===== src/rtl/frame_slot_pkg.sv =====
package frame_slot_pkg;
  localparam int SLOT0_W     = 16;
  localparam int SLOT_W      = 20;
  localparam int SLOT_CNT    = 13;
  localparam int FRAME_W     = SLOT0_W + SLOT_W * (SLOT_CNT - 1);
  localparam int IDX_W       = $clog2(SLOT_CNT);
  localparam int POS_W       = $clog2(FRAME_W);
  localparam int AUDIO_W     = 16;
  localparam int AUDIO_LSB   = SLOT_W - AUDIO_W;
  localparam int AUDIO_FIRST = 3;

  typedef struct packed {
    logic             bitValid;
    logic             slotEnd;
    logic [IDX_W-1:0] slotIdx;
  } ctrlStb_t;
endpackage


===== src/rtl/slot_ctrl.sv =====
module slot_ctrl
  import frame_slot_pkg::*;
(
  input  logic             bitClk,
  input  logic             rstN,
  input  logic             syncIn,
  output ctrlStb_t         stb,
  output logic [IDX_W-1:0] idxOut
);
  logic             syncQ1, syncQ2, active, startNow;
  logic [POS_W-1:0] bitCnt, curPos;
  logic [IDX_W-1:0] slotCnt, curSlot;
  int               lastPos;

  assign startNow = syncQ1 & ~syncQ2;
  assign curPos   = startNow ? '0 : bitCnt;
  assign curSlot  = startNow ? '0 : slotCnt;

  always_comb begin
    lastPos      = SLOT0_W - 1 + SLOT_W * int'(curSlot);
    stb.bitValid = startNow | active;
    stb.slotEnd  = stb.bitValid && (int'(curPos) == lastPos);
    stb.slotIdx  = curSlot;
  end

  always_ff @(negedge bitClk or negedge rstN) begin
    if (!rstN) begin
      syncQ1  <= 1'b0;
      syncQ2  <= 1'b0;
      active  <= 1'b0;
      bitCnt  <= '0;
      slotCnt <= '0;
      idxOut  <= '0;
    end else begin
      syncQ2 <= syncQ1;
      syncQ1 <= syncIn;
      if (stb.bitValid) begin
        active  <= (curPos != POS_W'(FRAME_W - 1));
        bitCnt  <= curPos + 1'b1;
        slotCnt <= stb.slotEnd ? curSlot + 1'b1 : curSlot;
      end
      if (stb.slotEnd) idxOut <= curSlot;
    end
  end

  // checker-only state: has any frame start been seen since reset
  logic gotSync;
  always_ff @(negedge bitClk or negedge rstN) begin
    if (!rstN) gotSync <= 1'b0;
    else if (startNow) gotSync <= 1'b1;
  end

  assert_quiet_before_sync_R8: assert property (@(negedge bitClk) disable iff (!rstN)
    !gotSync && !startNow |-> !stb.slotEnd);
  assert_slot_gap_R3: assert property (@(negedge bitClk) disable iff (!rstN)
    stb.slotEnd |=> !stb.slotEnd);
  assert_last_slot_ends_frame_R5: assert property (@(negedge bitClk) disable iff (!rstN)
    stb.slotEnd && stb.slotIdx == IDX_W'(SLOT_CNT - 1) |=> !active);
endmodule


===== src/rtl/slot_lane.sv =====
module slot_lane
  import frame_slot_pkg::*;
(
  input  logic               bitClk,
  input  logic               rstN,
  input  logic               dataIn,
  input  ctrlStb_t           stb,
  output logic               laneStb,
  output logic [SLOT_W-1:0]  laneVal,
  output logic [AUDIO_W-1:0] laneAudio
);
  logic [SLOT_W-2:0] shiftReg;
  logic [SLOT_W-1:0] nextWord;

  assign nextWord = {shiftReg, dataIn};

  always_ff @(negedge bitClk or negedge rstN) begin
    if (!rstN) begin
      shiftReg  <= '0;
      laneStb   <= 1'b0;
      laneVal   <= '0;
      laneAudio <= '0;
    end else begin
      laneStb <= stb.slotEnd;
      if (stb.bitValid) shiftReg <= nextWord[SLOT_W-2:0];
      if (stb.slotEnd) begin
        if (stb.slotIdx == '0)
          laneVal <= {{(SLOT_W - SLOT0_W){1'b0}}, nextWord[SLOT0_W-1:0]};
        else
          laneVal <= nextWord;
        laneAudio <= (stb.slotIdx >= IDX_W'(AUDIO_FIRST)) ?
                     nextWord[SLOT_W-1:AUDIO_LSB] : '0;
      end
    end
  end

  assert_strobe_pulse_R9: assert property (@(negedge bitClk) disable iff (!rstN)
    laneStb |=> !laneStb);
  assert_value_hold_R9: assert property (@(negedge bitClk) disable iff (!rstN)
    !laneStb |-> $stable(laneVal) && $stable(laneAudio));
endmodule


===== src/rtl/frame_deser.sv =====
module frame_deser
  import frame_slot_pkg::*;
#(
  parameter bit ENABLE_TX = 1'b1,
  parameter bit ENABLE_RX = 1'b1
) (
  input  logic               bitClk,
  input  logic               rstN,
  input  logic               syncIn,
  input  logic               txData,
  input  logic               rxData,
  output logic [1:0]         slotStb,
  output logic [IDX_W-1:0]   slotIdx,
  output logic [SLOT_W-1:0]  txSlotVal,
  output logic [SLOT_W-1:0]  rxSlotVal,
  output logic [AUDIO_W-1:0] txAudio,
  output logic [AUDIO_W-1:0] rxAudio
);
  localparam logic [1:0] LANE_EN = {ENABLE_RX, ENABLE_TX};

  ctrlStb_t          ctrlStb;
  logic [1:0]        dataVec;
  logic [SLOT_W-1:0]  laneVal   [2];
  logic [AUDIO_W-1:0] laneAudio [2];

  initial assert_one_lane_R6: assert (LANE_EN != 2'b00);

  assign dataVec = {rxData, txData};

  slot_ctrl uCtrl (
    .bitClk (bitClk),
    .rstN   (rstN),
    .syncIn (syncIn),
    .stb    (ctrlStb),
    .idxOut (slotIdx)
  );

  for (genvar d = 0; d < 2; d++) begin : gLane
    if (LANE_EN[d]) begin : gOn
      slot_lane uLane (
        .bitClk    (bitClk),
        .rstN      (rstN),
        .dataIn    (dataVec[d]),
        .stb       (ctrlStb),
        .laneStb   (slotStb[d]),
        .laneVal   (laneVal[d]),
        .laneAudio (laneAudio[d])
      );
    end else begin : gOff
      assign slotStb[d]   = 1'b0;
      assign laneVal[d]   = '0;
      assign laneAudio[d] = '0;
    end
  end

  assign txSlotVal = laneVal[0];
  assign rxSlotVal = laneVal[1];
  assign txAudio   = laneAudio[0];
  assign rxAudio   = laneAudio[1];

  if (ENABLE_TX && ENABLE_RX) begin : gBoth
    assert_dirs_aligned_R6: assert property (@(negedge bitClk) disable iff (!rstN)
      slotStb[0] == slotStb[1]);
  end
endmodule


===== config.mk =====
export PLATFORM = sky130hd
export DESIGN_NAME = frame_deser
export DESIGN_NICKNAME = d
export VERILOG_FILES = /design/src/rtl/frame_slot_pkg.sv /design/src/rtl/slot_ctrl.sv /design/src/rtl/slot_lane.sv /design/src/rtl/frame_deser.sv
export SDC_FILE = /design/constraint.sdc
export NUM_CORES = 1
export LEC_CHECK = 0
export ABC_AREA = 1
export CAP_MARGIN = 10
export CORE_MARGIN = 4
export CORE_UTILIZATION = 54
export DETAILED_ROUTE_END_ITERATION = 8
export PLACE_DENSITY = 0.88
export SLEW_MARGIN = 25
export SYNTH_ARGS = -nofsm -noshare
export SYNTH_HDL_FRONTEND = slang
export SYNTH_SLANG_ARGS = --single-unit

===== constraint.sdc =====
create_clock -name bitClk -period 3.38 [get_ports bitClk]
set_input_delay 0.338 -clock bitClk [delete_from_list [all_inputs] [get_ports bitClk]]
set_output_delay 0.338 -clock bitClk [all_outputs]
set_load 0.01 [all_outputs]

-- Word level (Yosys, flattened, before mapping)
Cells that the tools add are included.
- RAM bits: 0
- latch bits: 0
- output and inout port bits: 78
- memory bits (read-only): 0
- register bits after elaboration: 130
- memories: 0
- word-level logic and storage cells: 32
- equality and inequality tests: 2
- shifts and indexed selects: 0
- $add $sub $neg: 3
- divide/modulo/power cells: 0
- order comparisons: 1
- reductions and logical operators: 2
- multipliers: 1
- multiplexer cells: 7
- bitwise gates (word level): 3
- operators with widths (operator ; number):
    20-bit two-way mux ; 2
    5-bit by 32-bit adder with 32-bit output (first input constant) ; 1
    9-bit by 32-bit equality test with 1-bit output ; 1
    16-bit two-way mux ; 2
    8-bit by 1-bit adder with 8-bit output (second input constant) ; 1
    4-bit two-way mux ; 2
    8-bit two-way mux ; 1
    8-bit inequality test (second input constant) ; 1
    3-bit by 4-bit multiplier with 7-bit output (first input constant) ; 1
    4-bit by 1-bit adder with 4-bit output (second input constant) ; 1
    4-bit by 2-bit >= comparator with 1-bit output (second input constant) ; 1
    4-bit zero test ; 1
    1-bit AND ; 1
    1-bit logical AND ; 1
    1-bit inverter ; 1
    1-bit bitwise OR ; 1

-- Logic depth before layout (Yosys ltp)
- word-level depth: 8
- gate-level depth with buffers: 21
- mapped depth without buffers: 20

-- Cells and area by module
A second synthesis with hierarchy kept.
- cells, all modules: 681
- area total of the unflattened synthesis: 5706.7 um^2
- modules (own cells, without submodules) (module ; cells each ; area an instance (um^2) ; instances):
    slot_lane ; 247 ; 2198.4 ; 2
    slot_ctrl ; 187 ; 1310.0 ; 1

==> flow_summary.toml <==
[yosys]
avgSynthCellArea_um2 = 8.28
synth.distinct_cells = 28
syn-num-nets = 711
synth_top_area_share = 0.562
netlist.top_cell.by_area = "dfrtn_1"
synthArstFlopShare = 1.00
ys_ff_latch = 130
synth_area_mm2 = 0.00579
synth-edff-count = 0
ys_top_cells_by_area = "dfrtn_1 (56%), nand2_1 (16%), nand3_1 (8.4%)"
syn_inst = 700
ys.flop_type = "dfrtn_1"
ys_seq_area_frac = 0.562
yosysWarnings = 0

[placed_design]
io_buffers = 82
dpl_cell_area_mm2 = 0.00672
dp_hpwl_mm = 8.60
gp_congestion = 0.848
dp.cells = 893

[worst_setup_path]
critPathMaxStageDelay_ps = 410
critical-path-top-delay-family = "flip-flops"
worstPathCellList = "dlygate4sd2_1"
cp.arrival_ps = 2880
worst_setup_path_start_kind = "flip-flop"
crit_slowest_cell = "dfrtn_1"
critPathKind = "reg -> out"
critPathBufInv = 1
end_kind = "output pin"
crit_fanout = 2
cp.required_ps = 3040

[cts]
cts_tree = "done"
cts_hold_buffers = 0
numCtsBuffers = 17
htree_levels = 4
clk_path_buf_depth = 2
cts_sinks = 130
clock_latency_ps = 450
cts-root-buf = "clkbuf_8"
clk_pin_slew_ps = 40

[route]
totalWireLength_mm = 13.8
drc_errors = 0
dr.first_iter.drc_count = 509
viasPerCell = 5.37
dr_total_vias = 5003
firstDrtPassIters = 5
wl_per_cell_um = 14.9
ant_nets = 0

[worst_hold_path]
hp-class = "reg -> reg"

[floorplan]
die_w_um = 112
ios = 83
die_h_um = 112
core_mm2 = 0.0104
rows = 37
start_util = 0.559
dieArea_mm2 = 0.0124

[timing]
finalHoldViolations = 0
fin_worst_skew_ps = 7.16
finalSetupViolations = 0
hold_ws_ps = 411
final_max_slew_viol_count = 0
worst_slew_pin_slew_ps = 516
slew_headroom = 0.653

[cells_and_area]
final-seq-area_mm2 = 0.00325
nFillCells = 758
multi_input_area_mm2 = 0.00208
final_util = 0.706
fin_nets = 793
layout_commonest_cell = "nand2_1"
syn_to_final_growth_pct = 26.4
diodes = 0
drive_gt1_frac = 0.0855
stdcell_count = 931
fin_area_mm2 = 0.00732
final_cell_mix = "nand2_1 (237), dfrtn_1 (130), nand3_1 (97)"

[power_and_ir_drop]
p_leak_nw = 4.30
peakVddDrop_mv = 0.365
finalPower_w = 0.00454
power_density_mw_per_mm2 = 620

[run]
drv_cap = 0

[global_routing]
antenna_found_initial = 0
grt_pass1_vias = 4865
grt_usage = 0.225
grt_max_degree = 64
gr-total-overflow = 0
grt_pass1_wl_mm = 22.8

[outcome]
status = "completed"
## cell usage after synthesis, types with 2 or more instances
cell / n
xor2_1: 2
nand2_1: 242
nor2_1: 56
o21ai_0: 43
o22ai_1: 2
nand3_1: 97
buf_4: 3
buf_2: 18
nor2_4: 2
a21oi_1: 3
clkbuf_1: 9
ha_1: 5
inv_1: 67
dfrtn_1: 130
buf_6: 8
## cell families (layout without fill, tap and decap cells)
family / after synthesis / count (layout) / synth area share
AO/OA/AOI/OAI: 51 / 51 / 0.0460
XOR/XNOR: 3 / 3 / 0.00454
adder cells (fa/ha/maj): 6 / 6 / 0.0143
buffers and inverters: 107 / 202 / 0.0855
flip-flops: 130 / 130 / 0.562
AND/OR/NAND/NOR: 403 / 403 / 0.288
## state kept, by name (all words and copies together), names as in the netlist
signal	cells
gLane.gOn.uLane.laneStb	1
gLane.gOn.uLane.laneVal	40
uCtrl.bitCnt	8
uCtrl.syncQ1	1
uCtrl.syncQ2	1
gLane.gOn.uLane.laneAudio	32
uCtrl.active	1
uCtrl.idxOut	4
gLane.gOn.uLane.shiftReg	38
uCtrl.slotCnt	4
## where the power goes
part           switching, W  internal [W]  total (W)
logic              0.000411      0.000310   0.000720
registers          0.000139       0.00181    0.00195
clock network      0.000714       0.00115    0.00187
total               0.00126       0.00328    0.00454
## stage by stage
step	setup TNS, ps	setup slack [ps]
floorplan	0	482
global placement	0	214
detailed placement	-138	-41.3
CTS	0	12.3
global route	-22.5	-7.82
finish	0	162
## area by class of cell
cell class / count / share of cell area
clock buffers: 18 / 0.0584
multi-input cells: 463 / 0.283
well taps: 136 / 0.0232
repair buffers: 102 / 0.131
inverters: 68 / 0.0349
clock inverters: 14 / 0.0243
flip-flops and latches: 130 / 0.444
## layer usage
layer  wire (µm)  global-route usage  part of all wire
met1        5710               0.278              0.41
met2        6900               0.377              0.50
met3         968              0.0668             0.070
met4         257              0.0787             0.019
met5           0                   0                 0
## path summary, 6_finish.rpt
kind,from,to,slack [ps],cells past startpoint
min,gLane[0].gOn.uLane.laneVal[7]$_DFFE_NN0P_,gLane[0].gOn.uLane.laneVal[7]$_DFFE_NN0P_,410,2
min in group asynchronous,rstN,gLane[0].gOn.uLane.laneAudio[12]$_DFFE_NN0P_,1390,1
max in group asynchronous,rstN,gLane[0].gOn.uLane.laneAudio[0]$_DFFE_NN0P_,1350,2
max reg2reg,uCtrl.syncQ2$_DFF_NN0_,gLane[1].gOn.uLane.laneVal[18]$_DFFE_NN0P_,200,19
max,gLane[1].gOn.uLane.laneVal[16]$_DFFE_NN0P_,rxSlotVal[16],160,1
min reg2reg,gLane[0].gOn.uLane.laneVal[7]$_DFFE_NN0P_,gLane[0].gOn.uLane.laneVal[7]$_DFFE_NN0P_,410,2
## what timing repair did
item,CTS,global route
endpoints found under the hold margin,0,0
resized for setup,79,12
pin swaps,0,3
endpoints found under the setup margin,91,81
buffers inserted,0,6
Note: power is estimated with default switching activity, not from simulation.
